--- config.mk ---
export PLATFORM = sky130hd
export DESIGN_NAME = ftc_pin_timing
export DESIGN_NICKNAME = d
export VERILOG_FILES = /design/src/rtl/ftc_pkg.sv /design/src/rtl/ftc_seq.sv /design/src/rtl/ftc_offset_bank.sv /design/src/rtl/ftc_pin_engine.sv /design/src/rtl/ftc_pin_timing.sv
export SDC_FILE = /design/constraint.sdc
export NUM_CORES = 1
export LEC_CHECK = 0
export ABC_CLOCK_PERIOD_IN_PS = 4200
export CORE_UTILIZATION = 35
export CTS_BUF_LIST = sky130_fd_sc_hd__clkbuf_8 sky130_fd_sc_hd__clkbuf_16
export DETAILED_ROUTE_END_ITERATION = 6
export DONT_BUFFER_PORTS = 1
export SKIP_LAST_GASP = 1
export SYNTH_ARGS = -nofsm -noshare
export SYNTH_HDL_FRONTEND = slang
export SYNTH_SLANG_ARGS = --single-unit
--- constraint.sdc ---
create_clock -name clk -period 4.2 [get_ports clk]
set_input_delay 0.42 -clock clk [delete_from_list [all_inputs] [get_ports clk]]
set_output_delay 0.42 -clock clk [all_outputs]
set_load 0.005 [all_outputs]
--- src/rtl/ftc_pkg.sv ---
package ftc_pkg;

    typedef enum logic [1:0] {
        EXP_LOW  = 2'b00,
        EXP_HIGH = 2'b01,
        EXP_MSK0 = 2'b10,
        EXP_MSK1 = 2'b11
    } exp_code_e;

    typedef struct packed {
        logic       drv;
        logic [1:0] code;
    } vec_slot_t;

    function automatic logic strobe_miss(input logic [1:0] code, input logic lvl);
        case (exp_code_e'(code))
            EXP_LOW:  strobe_miss = lvl;
            EXP_HIGH: strobe_miss = ~lvl;
            default:  strobe_miss = 1'b0;
        endcase
    endfunction

endpackage

--- src/rtl/ftc_seq.sv ---
module ftc_seq #(
    parameter int PERIOD = 40,
    parameter int TICK_W = 6,
    parameter int CYC_W  = 8
) (
    input  logic              clk,
    input  logic              rst_n,
    input  logic              start,
    input  logic [CYC_W-1:0]  burst_len,
    input  logic [TICK_W-1:0] td_i,
    input  logic [TICK_W-1:0] tr_i,
    input  logic [TICK_W-1:0] ts_i,
    output logic              run,
    output logic [TICK_W-1:0] tick,
    output logic              shift,
    output logic [CYC_W-1:0]  vec_idx,
    output logic              cur_ok,
    output logic              nxt_ok,
    output logic              prv_ok,
    output logic [CYC_W-1:0]  cur_cyc,
    output logic [CYC_W-1:0]  prv_cyc,
    output logic [TICK_W-1:0] td_o,
    output logic [TICK_W-1:0] tr_o,
    output logic [TICK_W-1:0] ts_o
);
    localparam int PIDX_W = CYC_W + 1;
    localparam logic [TICK_W-1:0] LAST_TICK = TICK_W'(PERIOD - 1);

    typedef struct packed {
        logic              run;
        logic [TICK_W-1:0] tick;
        logic [PIDX_W-1:0] pidx;
        logic [CYC_W-1:0]  len;
        logic [TICK_W-1:0] td;
        logic [TICK_W-1:0] tr;
        logic [TICK_W-1:0] ts;
    } seq_t;

    seq_t s_d, s_q;
    logic              shift_d;
    logic [PIDX_W-1:0] len_w;

    assign len_w = {1'b0, s_q.len};

    always_comb begin
        s_d     = s_q;
        shift_d = 1'b0;
        if (!s_q.run) begin
            if (start) begin
                s_d.run  = 1'b1;
                s_d.tick = '0;
                s_d.pidx = '0;
                s_d.len  = burst_len;
                s_d.td   = td_i;
                s_d.tr   = tr_i;
                s_d.ts   = ts_i;
                shift_d  = 1'b1;
            end
        end else if (s_q.tick == LAST_TICK) begin
            s_d.tick = '0;
            if (s_q.pidx == len_w + PIDX_W'(1)) begin
                s_d.run = 1'b0;
            end else begin
                s_d.pidx = s_q.pidx + PIDX_W'(1);
                shift_d  = 1'b1;
            end
        end else begin
            s_d.tick = s_q.tick + TICK_W'(1);
        end
    end

    always_ff @(posedge clk or negedge rst_n) begin
        if (!rst_n) s_q <= '0;
        else        s_q <= s_d;
    end

    assign run     = s_q.run;
    assign tick    = s_q.tick;
    assign shift   = shift_d;
    assign vec_idx = s_q.run ? CYC_W'(s_q.pidx + PIDX_W'(1)) : '0;
    assign cur_ok  = s_q.run && (s_q.pidx >= PIDX_W'(1)) && (s_q.pidx <= len_w);
    assign nxt_ok  = s_q.run && (s_q.pidx < len_w);
    assign prv_ok  = s_q.run && (s_q.pidx >= PIDX_W'(2));
    assign cur_cyc = CYC_W'(s_q.pidx - PIDX_W'(1));
    assign prv_cyc = CYC_W'(s_q.pidx - PIDX_W'(2));
    assign td_o    = s_q.td;
    assign tr_o    = s_q.tr;
    assign ts_o    = s_q.ts;
endmodule

--- src/rtl/ftc_offset_bank.sv ---
module ftc_offset_bank #(
    parameter int NUM_PINS = 2,
    parameter int TICK_W   = 6,
    parameter int PIN_W    = 1,
    parameter logic [NUM_PINS*TICK_W-1:0] TRACE_TICKS = '0
) (
    input  logic                       clk,
    input  logic                       rst_n,
    input  logic                       busy,
    input  logic                       wr_en,
    input  logic [PIN_W-1:0]           wr_pin,
    input  logic [TICK_W-1:0]          wr_val,
    output logic [NUM_PINS*TICK_W-1:0] off_total,
    output logic                       wr_err
);
    typedef struct packed {
        logic [NUM_PINS-1:0][TICK_W-1:0] ext;
        logic                            err;
    } bank_t;

    bank_t b_d, b_q;

    always_comb begin
        b_d     = b_q;
        b_d.err = 1'b0;
        if (wr_en) begin
            if (busy) begin
                b_d.err = 1'b1;
            end else if (int'(wr_pin) < NUM_PINS) begin
                b_d.ext[wr_pin] = wr_val;
            end
        end
    end

    always_ff @(posedge clk or negedge rst_n) begin
        if (!rst_n) b_q <= '0;
        else        b_q <= b_d;
    end

    for (genvar p = 0; p < NUM_PINS; p++) begin : g_sum
        assign off_total[p*TICK_W +: TICK_W] =
            TRACE_TICKS[p*TICK_W +: TICK_W] + b_q.ext[p];
    end

    assign wr_err = b_q.err;
endmodule

--- src/rtl/ftc_pin_engine.sv ---
module ftc_pin_engine
    import ftc_pkg::*;
#(
    parameter int PERIOD = 40,
    parameter int TICK_W = 6,
    parameter int CYC_W  = 8
) (
    input  logic              clk,
    input  logic              rst_n,
    input  logic              run,
    input  logic [TICK_W-1:0] tick,
    input  logic              shift,
    input  logic              vec_drv,
    input  logic [1:0]        vec_code,
    input  logic              cur_ok,
    input  logic              nxt_ok,
    input  logic              prv_ok,
    input  logic [CYC_W-1:0]  cur_cyc,
    input  logic [CYC_W-1:0]  prv_cyc,
    input  logic [TICK_W-1:0] td,
    input  logic [TICK_W-1:0] tr,
    input  logic [TICK_W-1:0] ts,
    input  logic [TICK_W-1:0] off,
    input  logic              cmp,
    output logic              pin,
    output logic              res_valid,
    output logic              res_fail,
    output logic [CYC_W-1:0]  res_cyc
);
    localparam int W1 = TICK_W + 1;
    localparam logic [W1-1:0] PER_W = W1'(PERIOD);

    typedef struct packed {
        vec_slot_t        prv;
        vec_slot_t        cur;
        vec_slot_t        nxt;
        logic             pin;
        logic             rv;
        logic             rf;
        logic [CYC_W-1:0] rc;
    } eng_t;

    eng_t e_d, e_q;

    logic [W1-1:0] off_w, tick_w;
    logic          drv_early, ret_early, stb_late;
    logic [W1-1:0] drv_at, ret_at, stb_sum, stb_at;
    logic          rise_ev, fall_ev, stb_ev;
    logic [1:0]    stb_code;

    assign off_w  = {1'b0, off};
    assign tick_w = {1'b0, tick};

    // Launch instants move earlier by the offset, wrapping into the period before.
    assign drv_early = td < off;
    assign ret_early = tr < off;
    assign drv_at    = drv_early ? ({1'b0, td} + PER_W - off_w) : ({1'b0, td} - off_w);
    assign ret_at    = ret_early ? ({1'b0, tr} + PER_W - off_w) : ({1'b0, tr} - off_w);

    // Sample instant moves later by the offset, wrapping into the period after.
    assign stb_sum  = {1'b0, ts} + off_w;
    assign stb_late = stb_sum >= PER_W;
    assign stb_at   = stb_late ? (stb_sum - PER_W) : stb_sum;

    assign rise_ev  = run && (tick_w == drv_at) &&
                      (drv_early ? (nxt_ok && e_q.nxt.drv) : (cur_ok && e_q.cur.drv));
    assign fall_ev  = run && (tick_w == ret_at) && (ret_early ? nxt_ok : cur_ok);
    assign stb_ev   = run && (tick_w == stb_at) && (stb_late ? prv_ok : cur_ok);
    assign stb_code = stb_late ? e_q.prv.code : e_q.cur.code;

    always_comb begin
        e_d = e_q;
        if (shift) begin
            e_d.prv = e_q.cur;
            e_d.cur = e_q.nxt;
            e_d.nxt = '{drv: vec_drv, code: vec_code};
        end
        if (!run)         e_d.pin = 1'b0;
        else if (rise_ev) e_d.pin = 1'b1;
        else if (fall_ev) e_d.pin = 1'b0;
        e_d.rv = stb_ev;
        e_d.rf = stb_ev && strobe_miss(stb_code, cmp);
        if (stb_ev) e_d.rc = stb_late ? prv_cyc : cur_cyc;
    end

    always_ff @(posedge clk or negedge rst_n) begin
        if (!rst_n) e_q <= '0;
        else        e_q <= e_d;
    end

    assign pin       = e_q.pin;
    assign res_valid = e_q.rv;
    assign res_fail  = e_q.rf;
    assign res_cyc   = e_q.rc;
endmodule

--- src/rtl/ftc_pin_timing.sv ---
module ftc_pin_timing #(
    parameter int NUM_PINS = 2,
    parameter int TICK_W   = 6,
    parameter int PERIOD   = 40,
    parameter int CYC_W    = 8,
    parameter logic [NUM_PINS*TICK_W-1:0] TRACE_TICKS = {6'd3, 6'd2},
    parameter int PIN_W    = (NUM_PINS > 1) ? $clog2(NUM_PINS) : 1
) (
    input  logic                      clk,
    input  logic                      rst_n,
    input  logic                      start,
    input  logic [CYC_W-1:0]          burst_len,
    input  logic [TICK_W-1:0]         t_drive,
    input  logic [TICK_W-1:0]         t_return,
    input  logic [TICK_W-1:0]         t_strobe,
    output logic [CYC_W-1:0]          vec_idx,
    input  logic [NUM_PINS-1:0]       vec_drv,
    input  logic [2*NUM_PINS-1:0]     vec_exp,
    input  logic                      off_wr_en,
    input  logic [PIN_W-1:0]          off_wr_pin,
    input  logic [TICK_W-1:0]         off_wr_val,
    output logic                      off_wr_err,
    output logic                      busy,
    output logic [NUM_PINS-1:0]       pin_drv,
    input  logic [NUM_PINS-1:0]       cmp_in,
    output logic [NUM_PINS-1:0]       res_valid,
    output logic [NUM_PINS-1:0]       res_fail,
    output logic [NUM_PINS*CYC_W-1:0] res_cycle
);
    logic                       run, shift;
    logic [TICK_W-1:0]          tick, td, tr, ts;
    logic                       cur_ok, nxt_ok, prv_ok;
    logic [CYC_W-1:0]           cur_cyc, prv_cyc;
    logic [NUM_PINS*TICK_W-1:0] off_total;

    ftc_seq #(.PERIOD(PERIOD), .TICK_W(TICK_W), .CYC_W(CYC_W)) u_seq (
        .clk(clk), .rst_n(rst_n), .start(start), .burst_len(burst_len),
        .td_i(t_drive), .tr_i(t_return), .ts_i(t_strobe),
        .run(run), .tick(tick), .shift(shift), .vec_idx(vec_idx),
        .cur_ok(cur_ok), .nxt_ok(nxt_ok), .prv_ok(prv_ok),
        .cur_cyc(cur_cyc), .prv_cyc(prv_cyc),
        .td_o(td), .tr_o(tr), .ts_o(ts)
    );

    ftc_offset_bank #(.NUM_PINS(NUM_PINS), .TICK_W(TICK_W), .PIN_W(PIN_W),
                      .TRACE_TICKS(TRACE_TICKS)) u_bank (
        .clk(clk), .rst_n(rst_n), .busy(run), .wr_en(off_wr_en),
        .wr_pin(off_wr_pin), .wr_val(off_wr_val),
        .off_total(off_total), .wr_err(off_wr_err)
    );

    for (genvar p = 0; p < NUM_PINS; p++) begin : g_pin
        ftc_pin_engine #(.PERIOD(PERIOD), .TICK_W(TICK_W), .CYC_W(CYC_W)) u_eng (
            .clk(clk), .rst_n(rst_n), .run(run), .tick(tick), .shift(shift),
            .vec_drv(vec_drv[p]), .vec_code(vec_exp[2*p +: 2]),
            .cur_ok(cur_ok), .nxt_ok(nxt_ok), .prv_ok(prv_ok),
            .cur_cyc(cur_cyc), .prv_cyc(prv_cyc),
            .td(td), .tr(tr), .ts(ts), .off(off_total[p*TICK_W +: TICK_W]),
            .cmp(cmp_in[p]),
            .pin(pin_drv[p]), .res_valid(res_valid[p]), .res_fail(res_fail[p]),
            .res_cyc(res_cycle[p*CYC_W +: CYC_W])
        );
    end

    assign busy = run;
endmodule

Yosys cells after proc, flatten, opt, wreduce, memory -nomap -nowiden. Index checks and enable logic that the tools add are counted.

Add/sub/neg operators: 21. Magnitude comparators: 12. Equality and inequality tests: 14. Mux-type cells: 40. Bitwise logic cells: 3. Reductions and logical operators: 29.

Operator list (count): 6-bit by 7-bit == test with 1-bit output (6); 42-bit 2-to-1 mux (1); 7-bit 2-to-1 mux (6); 6-bit by 6-bit subtractor with 7-bit output (4); 7-bit by 6-bit subtractor with 7-bit output (4); 6-bit < comparator (4); 8-bit 2-to-1 mux (3); 1-bit logical AND (23); 1-bit 2-to-1 mux (19); 9-bit 2-to-1 mux (2); 16-bit 2-to-1 mux (1); 6-bit by 6-bit adder with 7-bit output (2); 6-bit by 6-bit adder with 7-bit output, second input constant (2); 7-bit by 6-bit greater-or-equal comparator with 1-bit output, second input constant (2); 7-bit by 6-bit subtractor with 7-bit output, second input constant (2); 2-bit by 6-bit adder with 6-bit output, first input constant (2); 12-bit bitwise mux (1); 6-bit 2-to-1 mux (2); 8-bit by 1-bit adder with 9-bit output, second input constant (1); 9-bit by 1-bit adder with 9-bit output, second input constant (1); 9-bit == test (1); 9-bit by 1-bit greater-or-equal comparator with 1-bit output, second input constant (1); 9-bit by 2-bit greater-or-equal comparator with 1-bit output, second input constant (1); 9-bit by 8-bit less-or-equal comparator with 1-bit output (1); other kinds (18) (27).

Register bits: 93. Input bits: 45. Output and inout bits: 32. Logic and storage cells: 147.

Longest topological paths before layout. Gate-level depths: netlist (run 1).

Depth after elaboration: 9. Gate-level depth with buffers: 16. Mapped depth without buffers: 16.

Modules after synthesis. Synthesis (run 1) repeated with hierarchy kept, for this count alone.

Cell total of the unflattened synthesis: 991. Area, all modules: 9247.6 um^2.

By module, submodules not included: ftc_seq (times used 1, cells an instance 352, area each 2976.6 um^2, seq. area each 1051.0 um^2); ftc_pin_engine (g_pin[1].u_eng) (times used 1, cells an instance 295, area each 2845.2 um^2, seq. area each 475.5 um^2); ftc_pin_engine (g_pin[0].u_eng) (times used 1, cells an instance 297, area each 2787.7 um^2, seq. area each 475.5 um^2); ftc_offset_bank (times used 1, cells an instance 47, area each 638.1 um^2, seq. area each 325.3 um^2).

Worst setup path before layout (run 1). No wires, ideal clock.

Kind: register to register. Start: register u_bank.b_q[7] (netlist name). End: register g_pin[1].u_eng.e_q (netlist bit g_pin[1].u_eng.res_cyc[0]). Library setup time: 0.125 ns. Arrival: 3.480 ns. Data required time: 4.075 ns. Path slack: 0.595 ns. Cell stages (with the launch flop): 16. Buffers on the path: 1. Period minus slack after synthesis: 3.605 ns. Cells stage by stage: dfrtp_1 > inv_1 > ha_1 > inv_1 > ha_1 > a21o_1 > a21oi_2 > xor2_2 > ha_1 > o31ai_1 > a21boi_1 > buf_4 > mux2i_1 > xor2_1 > nor3_4 > mux2_4.

RTL lines: start: declaration (RTL line ftc_offset_bank.sv:21) `bank_t b_d, b_q;`; start signal: assignment (RTL line ftc_offset_bank.sv:36) `if (!rst_n) b_q <= '0;`; start signal: assignment (RTL line ftc_offset_bank.sv:37) `else b_q <= b_d;`; end signal: assignment (RTL line ftc_pin_engine.sv:87) `if (!rst_n) e_q <= '0;`; end signal: assignment (RTL line ftc_pin_engine.sv:88) `else e_q <= e_d;`; end: declaration (RTL line ftc_pin_engine.sv:43) `eng_t e_d, e_q;`.

Worst setup path in the final report (run 1).
Start: register u_bank.b_q[2] (netlist name). End: register g_pin[0].u_eng.e_q (netlist bit g_pin[0].u_eng.res_cyc[7]).

Word-level cells in the longest chain between the ends: 7. Elaborated cells between the ends (all ways): 10. Those cells by class: add/sub: 3; order compare: 1; eq/ne: 1; mux: 3; reduce/logical: 2.

RTL lines: 2-bit by 6-bit adder with 6-bit output * (RTL line ftc_offset_bank.sv:42) `TRACE_TICKS[p*TICK_W +: TICK_W] + b_q.ext[p];`; 6-bit by 6-bit adder with 7-bit output * (RTL line ftc_pin_engine.sv:61) `assign stb_sum = {1'b0, ts} + off_w;`; 7-bit by 6-bit subtractor with 7-bit output or 7-bit by 6-bit greater-or-equal comparator with 1-bit output (tied branches) (RTL line ftc_pin_engine.sv:63, ftc_pin_engine.sv:62); 7-bit 2-to-1 mux (RTL line ftc_pin_engine.sv:63) `assign stb_at = stb_late ? (stb_sum - PER_W) : stb_sum;`; 6-bit by 7-bit == test with 1-bit output (RTL line ftc_pin_engine.sv:68) `assign stb_ev = run && (tick_w == stb_at) && (stb_late ? prv_ok : cur_ok);`; 1-bit logical AND (2 in a row) (RTL line ftc_pin_engine.sv:68); end signal: assignment (RTL line ftc_pin_engine.sv:87); end signal: assignment (RTL line ftc_pin_engine.sv:88); end: declaration (RTL line ftc_pin_engine.sv:43).

Mark *: on every way between the ends. The rest lies on a longest branch, timed or not. A chain may end at the register's enable or synchronous reset.

==> results of run 1 <==
-- per-layer routing --
metal,routed length (um),vias up
li1,-,2759
met1,8750,2554
met2,8200,98
met3,782,22
met4,273,0
met5,0,-
-- stage by stage --
step,instance area [um2],hold WS [ps],cells
6_report,8300,157,1072
5_1_grt,8300,158,1072
4_1_cts,8300,144,1072
3_5_place_dp,7930,129,1054
3_3_place_gp,7930,129,1054
2_1_floorplan,7860,124,824
-- state kept, by name, summed over array words and instances, names as in the netlist --
signal / count
u_seq.td_o: 6
g_pin.u_eng.res_cyc: 16
u_seq.ts_o: 6
g_pin.u_eng.res_fail: 2
g_pin.u_eng.e_q: 16
u_bank.b_q: 12
u_seq.run: 1
u_seq.len_w: 8
u_seq.tr_o: 6
u_seq.s_q: 9
u_bank.wr_err: 1
g_pin.u_eng.res_valid: 2
u_seq.tick: 6
g_pin.u_eng.pin: 2
-- cell families (layout without fill, tap and decap cells) --
group	count (synthesis)	after routing	synth area share
simple gates	199	199	0.133
compound gates	154	154	0.128
buf+inv	112	80	0.0701
xor+xnor	105	105	0.118
flops	93	93	0.296
mux	82	82	0.123
fa+ha+maj	79	79	0.132
-- final timing paths --
kind / from / endpoint / slack [ps] / depth (start not counted)
max in group asynchronous: rst_n / u_seq.tr_o[2] / 3170 / 2
min: start / u_seq.tick[4] / 160 / 1
max: u_bank.b_q[2] / g_pin[0].u_eng.res_cyc[7] / 380 / 12
min in group asynchronous: rst_n / g_pin[1].u_eng.res_valid / 650 / 2
min reg2reg: g_pin[1].u_eng.e_q[12] / g_pin[1].u_eng.e_q[15] / 480 / 1
max reg2reg: u_bank.b_q[2] / g_pin[0].u_eng.res_cyc[7] / 380 / 12
-- worst register-to-register path, cell delays in order (launching register included) --
cell and delay, ps:
dfrtp_1 470, ha_1 350, ha_1 230, a211oi_1 360
nor2_1 130, xnor2_1 420, ha_1 250, o31ai_1 100
a21o_1 330, mux2i_1 180, xnor2_1 290, nand3_4 240
mux2_4 350
-- cells in the mapped netlist (2+ instances only) --
library cell / count
nand2b_1: 17
o211ai_1: 2
ha_1: 73
o2111ai_1: 3
mux2i_1: 17
o31ai_1: 9
or4_1: 2
mux2_4: 17
o21a_1: 7
or3_4: 2
fa_1: 6
or3_1: 3
mux2_2: 24
a21o_1: 14
nor4_1: 4
nand4_1: 8
xor2_1: 39
o21bai_1: 5
nor2_1: 40
mux2_1: 24
nand3b_1: 4
o21ai_1: 7
and3_1: 6
buf_4: 31
xnor2_1: 65
a211oi_1: 5
nor3_1: 19
dfrtp_1: 93
nand3_1: 15
a21boi_1: 2
nand2_1: 47
o21ai_0: 39
a21oi_1: 36
nor3b_1: 3
nor2b_1: 12
a31oi_1: 6
and2_1: 8
clkbuf_1: 21
buf_2: 5
inv_1: 53
a21bo_2: 2
-- cell type report --
class	instances	area (um2)	share of cell area
clock buffers	9	225	0.0271
clock inverters	7	109	0.0131
inverters	53	199	0.0240
repair buffers	11	105	0.0127
well taps	280	350	0.0422
flip-flops and latches	93	2330	0.280
multi-input cells	619	4990	0.601
-- timing repair --
item | 4_1_cts | 5_1_grt
endpoints found under the setup margin | 0 | 0
hold endpoints to repair | 93 | 0
hold buffers | 2 | 0
-- report_power, final --
| part | internal, W | switching [W] | total [W] |
|---|---|---|---|
| Clock | 0.000533 | 0.000402 | 0.000935 |
| Combinational | 0.00127 | 0.00135 | 0.00262 |
| Sequential | 0.00113 | 0.000347 | 0.00148 |
| Total | 0.00293 | 0.00210 | 0.00503 |
==> flow_metrics.py, run 1 <==
metrics = {
    "drt": {
        "via_per_inst": 5.07,
        "post_drt_wl_per_cell_um": 16.8,
        "antenna_left": 0,
        "drc": 0,
        "drt_iter0_drc": 272,
        "drt-pass1-iter-count": 4,
        "vias": 5433,
        "wirelength_um": 18000,
    },
    "setup_path": {
        "crit_required_ps": 4450,
        "cp_slowest_stage_delay_ps": 470,
        "crit_buf_inv": 0,
        "crit_path_end_kind": "register",
        "critical_path_class": "register to register",
        "cpMostUsedCell": "ha_1",
        "path_cells": "ha_1, ha_1, a211oi_1, nor2_1, xnor2_1, ha_1, o31ai_1, a21o_1, mux2i_1, xnor2_1, nand3_4, mux2_4",
        "critPathTopFamily": "adder cells",
        "cp-start-kind": "register",
        "slowest_stage": "dfrtp_1",
        "critPathMaxFanout": 9,
        "worstPathArrival_ps": 4070,
    },
    "placement": {
        "gp_congestion": 0.865,
        "pre_cts_ws_ps": 426,
        "dp_hpwl_um": 13900,
        "io_buffers": 0,
    },
    "clock_tree": {
        "h-tree-depth": 3,
        "cts_tree": "built",
        "clk_pin_slew_ps": 70,
        "cts_buffer_depth": 2,
        "cts_setup_buffers": 0,
        "numCtsBuffers": 9,
        "cts-root-buf": "clkbuf_16",
        "clock-sinks": 93,
        "cts_resized": 0,
        "worstSkewPairLatency_ps": 360,
    },
    "finish": {
        "antenna_cells": 0,
        "nNetsFinal": 911,
        "area_growth_pct": 5.67,
        "final_cell_mix": "dfrtp_1 (93), ha_1 (73), xnor2_1 (65)",
        "nFillCells": 2219,
        "layout_commonest_cell": "dfrtp_1",
        "drive_gt1_frac": 0.107,
        "final_core_util": 0.379,
    },
    "global_route": {
        "use_met2": 0.257,
        "busiest_layer": "met2",
        "grt_max_degree": 94,
        "gr-total-overflow": 0,
        "grt_pass1_vias": 5478,
        "grtUsageMet3": 0.0371,
        "track_usage": 0.159,
        "grt_pass1_wl_um": 29500,
        "met1_usage": 0.213,
        "antenna_found_initial": 0,
    },
    "power": {
        "p_total_w": 0.00503,
        "ir_drop_mv": 0.244,
        "p_leak_nw": 3.77,
        "power_density_mw_per_mm2": 606,
    },
    "yosys": {
        "synth_cells": 824,
        "ys_ff_latch": 93,
        "ys.flop_type": "dfrtp_1",
        "postSynthAreaPerCell_um2": 9.53,
        "netlist_area_mm2": 0.00786,
        "ys_types": 70,
        "ys_async_sr_fraction": 1.00,
        "syn_nets": 948,
        "yosys-top-cells-area": "dfrtp_1 (30%), ha_1 (12%), xnor2_1 (7.2%), xor2_1 (4.3%), mux2_1 (3.4%)",
        "yosysSeqAreaShare": 0.296,
        "synth_top_cell_by_area": "dfrtp_1",
        "yosys_warnings": 0,
        "synth_edf_count": 0,
        "synth.top_cell.area_share": 0.296,
    },
    "die": {
        "die_h_um": 152,
        "initial_utilization": 0.359,
        "fp.coreArea_mm2": 0.0219,
        "rows": 54,
        "die_w_um": 152,
        "ioPinCount": 77,
        "dieArea_mm2": 0.0230,
    },
    "sta": {
        "finalHoldViolations": 0,
        "worst_pin_slew_ps": 979,
        "final_max_slew_viol_count": 0,
        "worst_slack_ps": 382,
        "rsz0062_at_grt": "no",
        "period_needed_ps": 3820,
        "fin_setup_tns_ps": 0,
        "relSlewSlack": 0.346,
        "finalSetupViolations": 0,
        "max_freq_mhz": 262,
        "period_share": 0.909,
        "finClkSkew_ps": 8.94,
    },
    "run": {
        "drv_cap": 0,
    },
    "run_status": {
        "outcome": "finished, final reports clean",
    },
    "min_path": {
        "hold_class": "input port to register",
    },
}
No activity file was read; power rests on OpenSTA's default activity.
==> run 2, diff against run 1 <==
Settings changed: CORE_MARGIN set to 3.
==> flow_metrics.py, run 2 (synthesized netlist as in run 1, its figures left out) <==
metrics = {
    "drt": {
        "vias": 5501,
        "drt_iter0_drc": 399,
        "via_per_inst": 5.14,
        "drt-pass1-iter-count": 4,
        "wirelength_um": 18400,
        "post_drt_wl_per_cell_um": 17.2,
        "drc": 0,
        "antenna_left": 0,
    },
    "clock_tree": {
        "h-tree-depth": 3,
        "numCtsBuffers": 9,
        "cts_tree": "built",
        "cts_buffer_depth": 2,
        "cts_resized": 0,
        "worstSkewPairLatency_ps": 360,
        "cts_setup_buffers": 0,
        "cts-root-buf": "clkbuf_16",
        "clock-sinks": 93,
        "ctsHoldBuffers": 1,
        "clk_pin_slew_ps": 70,
    },
    "die": {
        "die_h_um": 156,
        "dieArea_mm2": 0.0243,
        "rows": 54,
        "initial_utilization": 0.358,
        "die_w_um": 156,
        "ioPinCount": 77,
        "fp.coreArea_mm2": 0.0220,
    },
    "sta": {
        "hold_ws_ps": -25.9,
        "finalSetupViolations": 0,
        "final_max_slew_viol_count": 0,
        "finClkSkew_ps": 3.97,
        "worst_slack_ps": 375,
        "period_needed_ps": 3830,
        "period_share": 0.911,
        "max_freq_mhz": 261,
        "fin_setup_tns_ps": 0,
        "relSlewSlack": 0.274,
        "rsz0062_at_grt": "no",
        "finalHoldViolations": 21,
        "worst_pin_slew_ps": 1090,
    },
    "run_status": {
        "violations": "negative hold slack",
        "outcome": "complete, but fails checks",
    },
    "power": {
        "intPower_w": 0.00288,
        "power_frac_clock": 0.178,
        "power_density_mw_per_mm2": 604,
        "p_sw_w": 0.00211,
        "switching_share": 0.423,
        "p_total_w": 0.00500,
        "p_comb_frac": 0.526,
        "power_frac_seq": 0.296,
        "p_leak_nw": 3.75,
        "ir_drop_mv": 0.188,
    },
    "setup_path": {
        "critPathMaxFanout": 8,
        "path_cells": "ha_1, xor2_1, ha_1, nor2_1, a21oi_1, xor2_1, inv_1, ha_1, inv_1, o311ai_0, mux2_1, xor2_1, nand4_1, a31oi_4, nand3_4, mux2_4",
        "cp_slowest_stage_delay_ps": 470,
        "critical_path_class": "register to register",
        "rrSetupSlack_ps": 370,
        "crit_path_end_kind": "register",
        "slowest_stage": "dfrtp_1",
        "cp-start-kind": "register",
        "crit_required_ps": 4440,
        "worstPathArrival_ps": 4070,
    },
    "global_route": {
        "gr-total-overflow": 0,
        "grt_pass1_wl_um": 30000,
        "antenna_found_initial": 0,
        "track_usage": 0.156,
        "grt_max_degree": 94,
        "grt_pass1_vias": 5420,
    },
    "finish": {
        "layout.cells.non_filler": 1070,
        "drive_gt1_frac": 0.108,
        "nFillCells": 2165,
        "final_core_util": 0.377,
        "nNetsFinal": 909,
        "final_cell_mix": "dfrtp_1 (93), ha_1 (73), xnor2_1 (65)",
        "antenna_cells": 0,
        "layout_commonest_cell": "dfrtp_1",
        "area_growth_pct": 5.27,
    },
    "min_path": {
        "hold_class": "input port to asynchronous set/reset pin",
    },
    "run": {
        "drv_cap": 0,
    },
    "placement": {
        "io_buffers": 0,
        "pre_cts_ws_ps": 410,
        "gp_congestion": 0.841,
        "dp_hpwl_um": 14200,
        "placed_cells": 1053,
    },
}
run 2: changes by cell type in the layout (fill, tap and decap cells not counted):
cell / before / now
inv_1: 54 / 53
inv_8: 1 / 0
bufinv_16: 2 / 1
clkbuf_8: 0 / 1
buf_4: 9 / 8
clkinv_4: 1 / 2
inv_6: 1 / 2
dlygate4sd3_1: 1 / 0
run 2: per-stage QoR:
step	instance area, um2	hold slack, ps
6_report	8270	-25.9
5_1_grt	8270	8.06
4_1_cts	8270	4.60
3_5_place_dp	7920	128
3_3_place_gp	7920	128
2_1_floorplan	7860	124
run 2: area by class of cell:
type / instances / area (um2) / area share
Clock buffer: 10 / 239 / 0.0289
Clock inverter: 6 / 81.3 / 0.00983
Inverter: 53 / 199 / 0.0241
Multi-Input combinational cell: 619 / 4990 / 0.603
Sequential cell: 93 / 2330 / 0.281
Tap cell: 280 / 350 / 0.0424
Timing Repair Buffer: 9 / 87.6 / 0.0106
run 2: path summary, 6_finish.rpt:
check	start	to	depth (start not counted)
max	u_bank.b_q[2]	g_pin[0].u_eng.res_cyc[5]	16
min	rst_n	g_pin[1].u_eng.res_cyc[2]	1
max reg2reg	u_bank.b_q[2]	g_pin[0].u_eng.res_cyc[5]	16
min reg2reg	g_pin[0].u_eng.e_q[11]	g_pin[0].u_eng.e_q[11]	1
max in group asynchronous	rst_n	u_bank.b_q[3]	1
min in group clk	start	u_seq.tick[2]	1
run 2: power groups by stage:
stage                     Sequential, W  Clock [W]  Combinational [W]
after floorplan                 0.00127          0            0.00241
after global placement          0.00150          0            0.00257
after detailed placement        0.00150          0            0.00261
after CTS                       0.00149   0.000920            0.00265
after global routing            0.00153   0.000946            0.00296
final                           0.00148   0.000889            0.00263
run 2: routing by layer:
metal | share of wire | GRT usage | up-vias
li1 | - | - | 2761
met5 | 0 | 0 | -
met4 | 0.0067 | 0.0332 | 0
met1 | 0.48 | 0.220 | 2614
met2 | 0.46 | 0.243 | 118
met3 | 0.059 | 0.0380 | 8
run 2: worst max-delay path: cells and delay by family, from the launching register on:
family	cells	cell delay, ps
muxes	2	660
AOI/OAI and AO/OA	3	520
DFF	1	470
and+or+nand+nor	3	460
adders and majority gates	3	830
xor gates and xnor gates	3	620
buffers and inverters	2	170
==> run 3, diff against run 2 <==
Settings changed: ABC_AREA set to 1, ABC_CLOCK_PERIOD_IN_PS 4200 to 4000.
Clock period 4.2 ns to 4 ns, I/O delays scaled along.
==> flow_metrics.py, run 3 <==
metrics = {
    "power": {
        "p_total_w": 0.00188,
        "p_leak_nw": 4.52,
        "power_density_mw_per_mm2": 214,
        "ir_drop_mv": 0.191,
    },
    "yosys": {
        "ys.flop_type": "dfrtp_1",
        "yosys-top-cells-area": "dfrtp_1 (28%), nand2_1 (15%), ha_1 (11%), nand3_1 (6.9%), inv_1 (6.1%)",
        "postSynthAreaPerCell_um2": 7.10,
        "ys_top_cells_by_count": "nand2_1 (326), inv_1 (135), nand3_1 (115)",
        "synth_cells": 1178,
        "synth_top_cell_by_area": "dfrtp_1",
        "yosys_warnings": 0,
        "yosysSeqAreaShare": 0.278,
        "netlist_area_mm2": 0.00837,
        "ys_types": 43,
        "synth.top_cell.area_share": 0.278,
        "synth.most_common_cell": "nand2_1",
        "ys_async_sr_fraction": 1.00,
        "syn_nets": 1302,
        "synth_edf_count": 0,
        "ys_ff_latch": 93,
    },
    "setup_path": {
        "critPathTopFamily": "simple AND/OR/NAND/NOR gates",
        "slowest_stage": "dfrtp_1",
        "worstPathArrival_ps": 3540,
        "critPathMaxFanout": 17,
        "cpMostUsedCell": "nand2_1",
        "r2r-start": "u_bank.b_q[8]",
        "critical_path_class": "register to register",
        "cp_slowest_stage_delay_ps": 420,
        "crit_required_ps": 4260,
        "cp-start-kind": "register",
        "crit_buf_inv": 1,
        "crit_path_end_kind": "register",
        "crit_path_start": "u_bank.b_q[8]",
        "path_cells": "o21ai_0, xor2_1, inv_1, ha_1, a21oi_1, nand2_1, nand2_1, nand2_2, ha_1, nand2_2, nand2_2, nand2_4, nand3_1, a21oi_4, nand2_4, nand2_1, nand2_1",
    },
    "global_route": {
        "met1_usage": 0.257,
        "use_met2": 0.276,
        "gr-total-overflow": 0,
        "grt_max_degree": 94,
        "busiest_layer": "met2",
        "track_usage": 0.177,
        "grtUsageMet3": 0.0299,
        "antenna_found_initial": 0,
        "grt_pass1_vias": 6737,
        "grt_pass1_wl_um": 36800,
    },
    "sta": {
        "finalSetupViolations": 0,
        "max_freq_mhz": 305,
        "worst_pin_slew_ps": 681,
        "rsz0062_at_grt": "no",
        "final_max_slew_viol_count": 0,
        "period_needed_ps": 3280,
        "finClkSkew_ps": 10.8,
        "fin_setup_tns_ps": 0,
        "relSlewSlack": 0.546,
        "hold_ws_ps": 143,
        "worst_slack_ps": 719,
        "period_share": 0.820,
        "finalHoldViolations": 0,
    },
    "clock_tree": {
        "cts_buffer_depth": 2,
        "cts_resized": 0,
        "clk_pin_slew_ps": 80,
        "worstSkewPairLatency_ps": 360,
        "h-tree-depth": 3,
        "cts_tree": "built",
        "clock-sinks": 93,
        "cts-root-buf": "clkbuf_16",
        "numCtsBuffers": 9,
        "cts_setup_buffers": 0,
    },
    "min_path": {
        "hp-start": "vec_exp[2]",
        "hold_class": "input port to register",
    },
    "drt": {
        "drt-pass1-iter-count": 5,
        "wirelength_um": 22900,
        "antenna_left": 0,
        "post_drt_wl_per_cell_um": 15.7,
        "drt_iter0_drc": 443,
        "via_per_inst": 4.98,
        "vias": 7268,
        "drc": 0,
    },
    "placement": {
        "gp_congestion": 0.884,
        "pre_cts_ws_ps": 734,
        "io_buffers": 0,
        "dp_hpwl_um": 17500,
        "placed_cells": 1442,
    },
    "finish": {
        "seq_area_mm2": 0.00233,
        "antenna_cells": 0,
        "area_growth_pct": 5.38,
        "layout.cells.non_filler": 1460,
        "layout_commonest_cell": "nand2_1",
        "multi_input_area_mm2": 0.00516,
        "final_cell_mix": "nand2_1 (325), inv_1 (135), nand3_1 (115)",
        "nFillCells": 2423,
        "drive_gt1_frac": 0.0663,
        "nNetsFinal": 1266,
    },
    "die": {
        "rows": 55,
        "fp.coreArea_mm2": 0.0231,
        "dieArea_mm2": 0.0258,
        "die_w_um": 161,
        "ioPinCount": 77,
        "initial_utilization": 0.363,
        "die_h_um": 161,
    },
    "run": {
        "drv_cap": 0,
    },
    "run_status": {
        "outcome": "finished, final reports clean",
    },
}
run 3: changes by cell type after synthesis, sizes merged, moves of 11 or more:
cell	change
nor3	-11
buf	+11
nand3	+103
nand2	+293
mux2i	-17
inv	+83
a21o	-14
nor2b	-12
nor2	+35
xnor2	-46
a21oi	+31
mux2	-53
nand2b	-17
run 3: routing by layer:
layer  vias up  share of wire
met5         -              0
met4         0          0.014
met3        25          0.055
met2       182           0.44
met1      3327           0.49
li1       3734              -
run 3: worst paths after layout:
kind,to,slack (ps),depth (start not counted)
max,g_pin[1].u_eng.res_cyc[7],720,17
min,g_pin[1].u_eng.e_q[11],140,2
max reg2reg,g_pin[1].u_eng.res_cyc[7],720,17
min reg2reg,g_pin[1].u_eng.e_q[15],470,2
max in group asynchronous,u_seq.td_o[4],2980,2
min in group asynchronous,g_pin[1].u_eng.res_valid,620,2
run 3: cell type report:
| type | count | share of cell area |
|---|---|---|
| clock inverter | 7 | 0.00837 |
| sequential | 93 | 0.264 |
| multi-input combinational | 886 | 0.585 |
| timing repair buffer | 13 | 0.0136 |
| inverter | 139 | 0.0592 |
| clock buffer | 9 | 0.0255 |
| tap | 313 | 0.0444 |
run 3: worst register-to-register path, stage by stage (launching register included):
cell and delay [ps]:
dfrtp_1 420, o21ai_0 290, xor2_1 320, inv_1 110, ha_1 350, a21oi_1 250, nand2_1 80, nand2_1 80
nand2_2 70, ha_1 200, nand2_2 80, nand2_2 90, nand2_4 160, nand3_1 140, a21oi_4 280, nand2_4 140
nand2_1 90, nand2_1 40
run 3: power breakdown:
group          internal [W]  switching, W
Sequential         0.000946    0.00000603
Combinational    0.00000991     0.0000262
Clock              0.000444      0.000453
run 3: timing repair:
| action | 4_1_cts | 5_1_grt |
|---|---|---|
| setup endpoints to repair | 0 | 0 |
| hold buffers | 2 | 0 |
| hold endpoints to repair | 93 | 0 |
run 3: logic make-up (layout without fill, tap and decap cells):
| kind of cell | Yosys count | in the layout | synth area share |
|---|---|---|---|
| buf+inv | 199 | 168 | 0.106 |
| flops | 93 | 93 | 0.278 |
| mux | 12 | 12 | 0.0161 |
| fa+ha+maj | 79 | 79 | 0.124 |
| simple gates | 581 | 581 | 0.307 |
| compound gates | 148 | 148 | 0.101 |
| xor+xnor | 66 | 66 | 0.0691 |
run 3: stage by stage:
stage,util,instance area (um2)
final,0.383,8820
after CTS,0.383,8820
after floorplan,-,8370
after global placement,0.368,8480
after global routing,0.383,8820
after detailed placement,0.368,8480
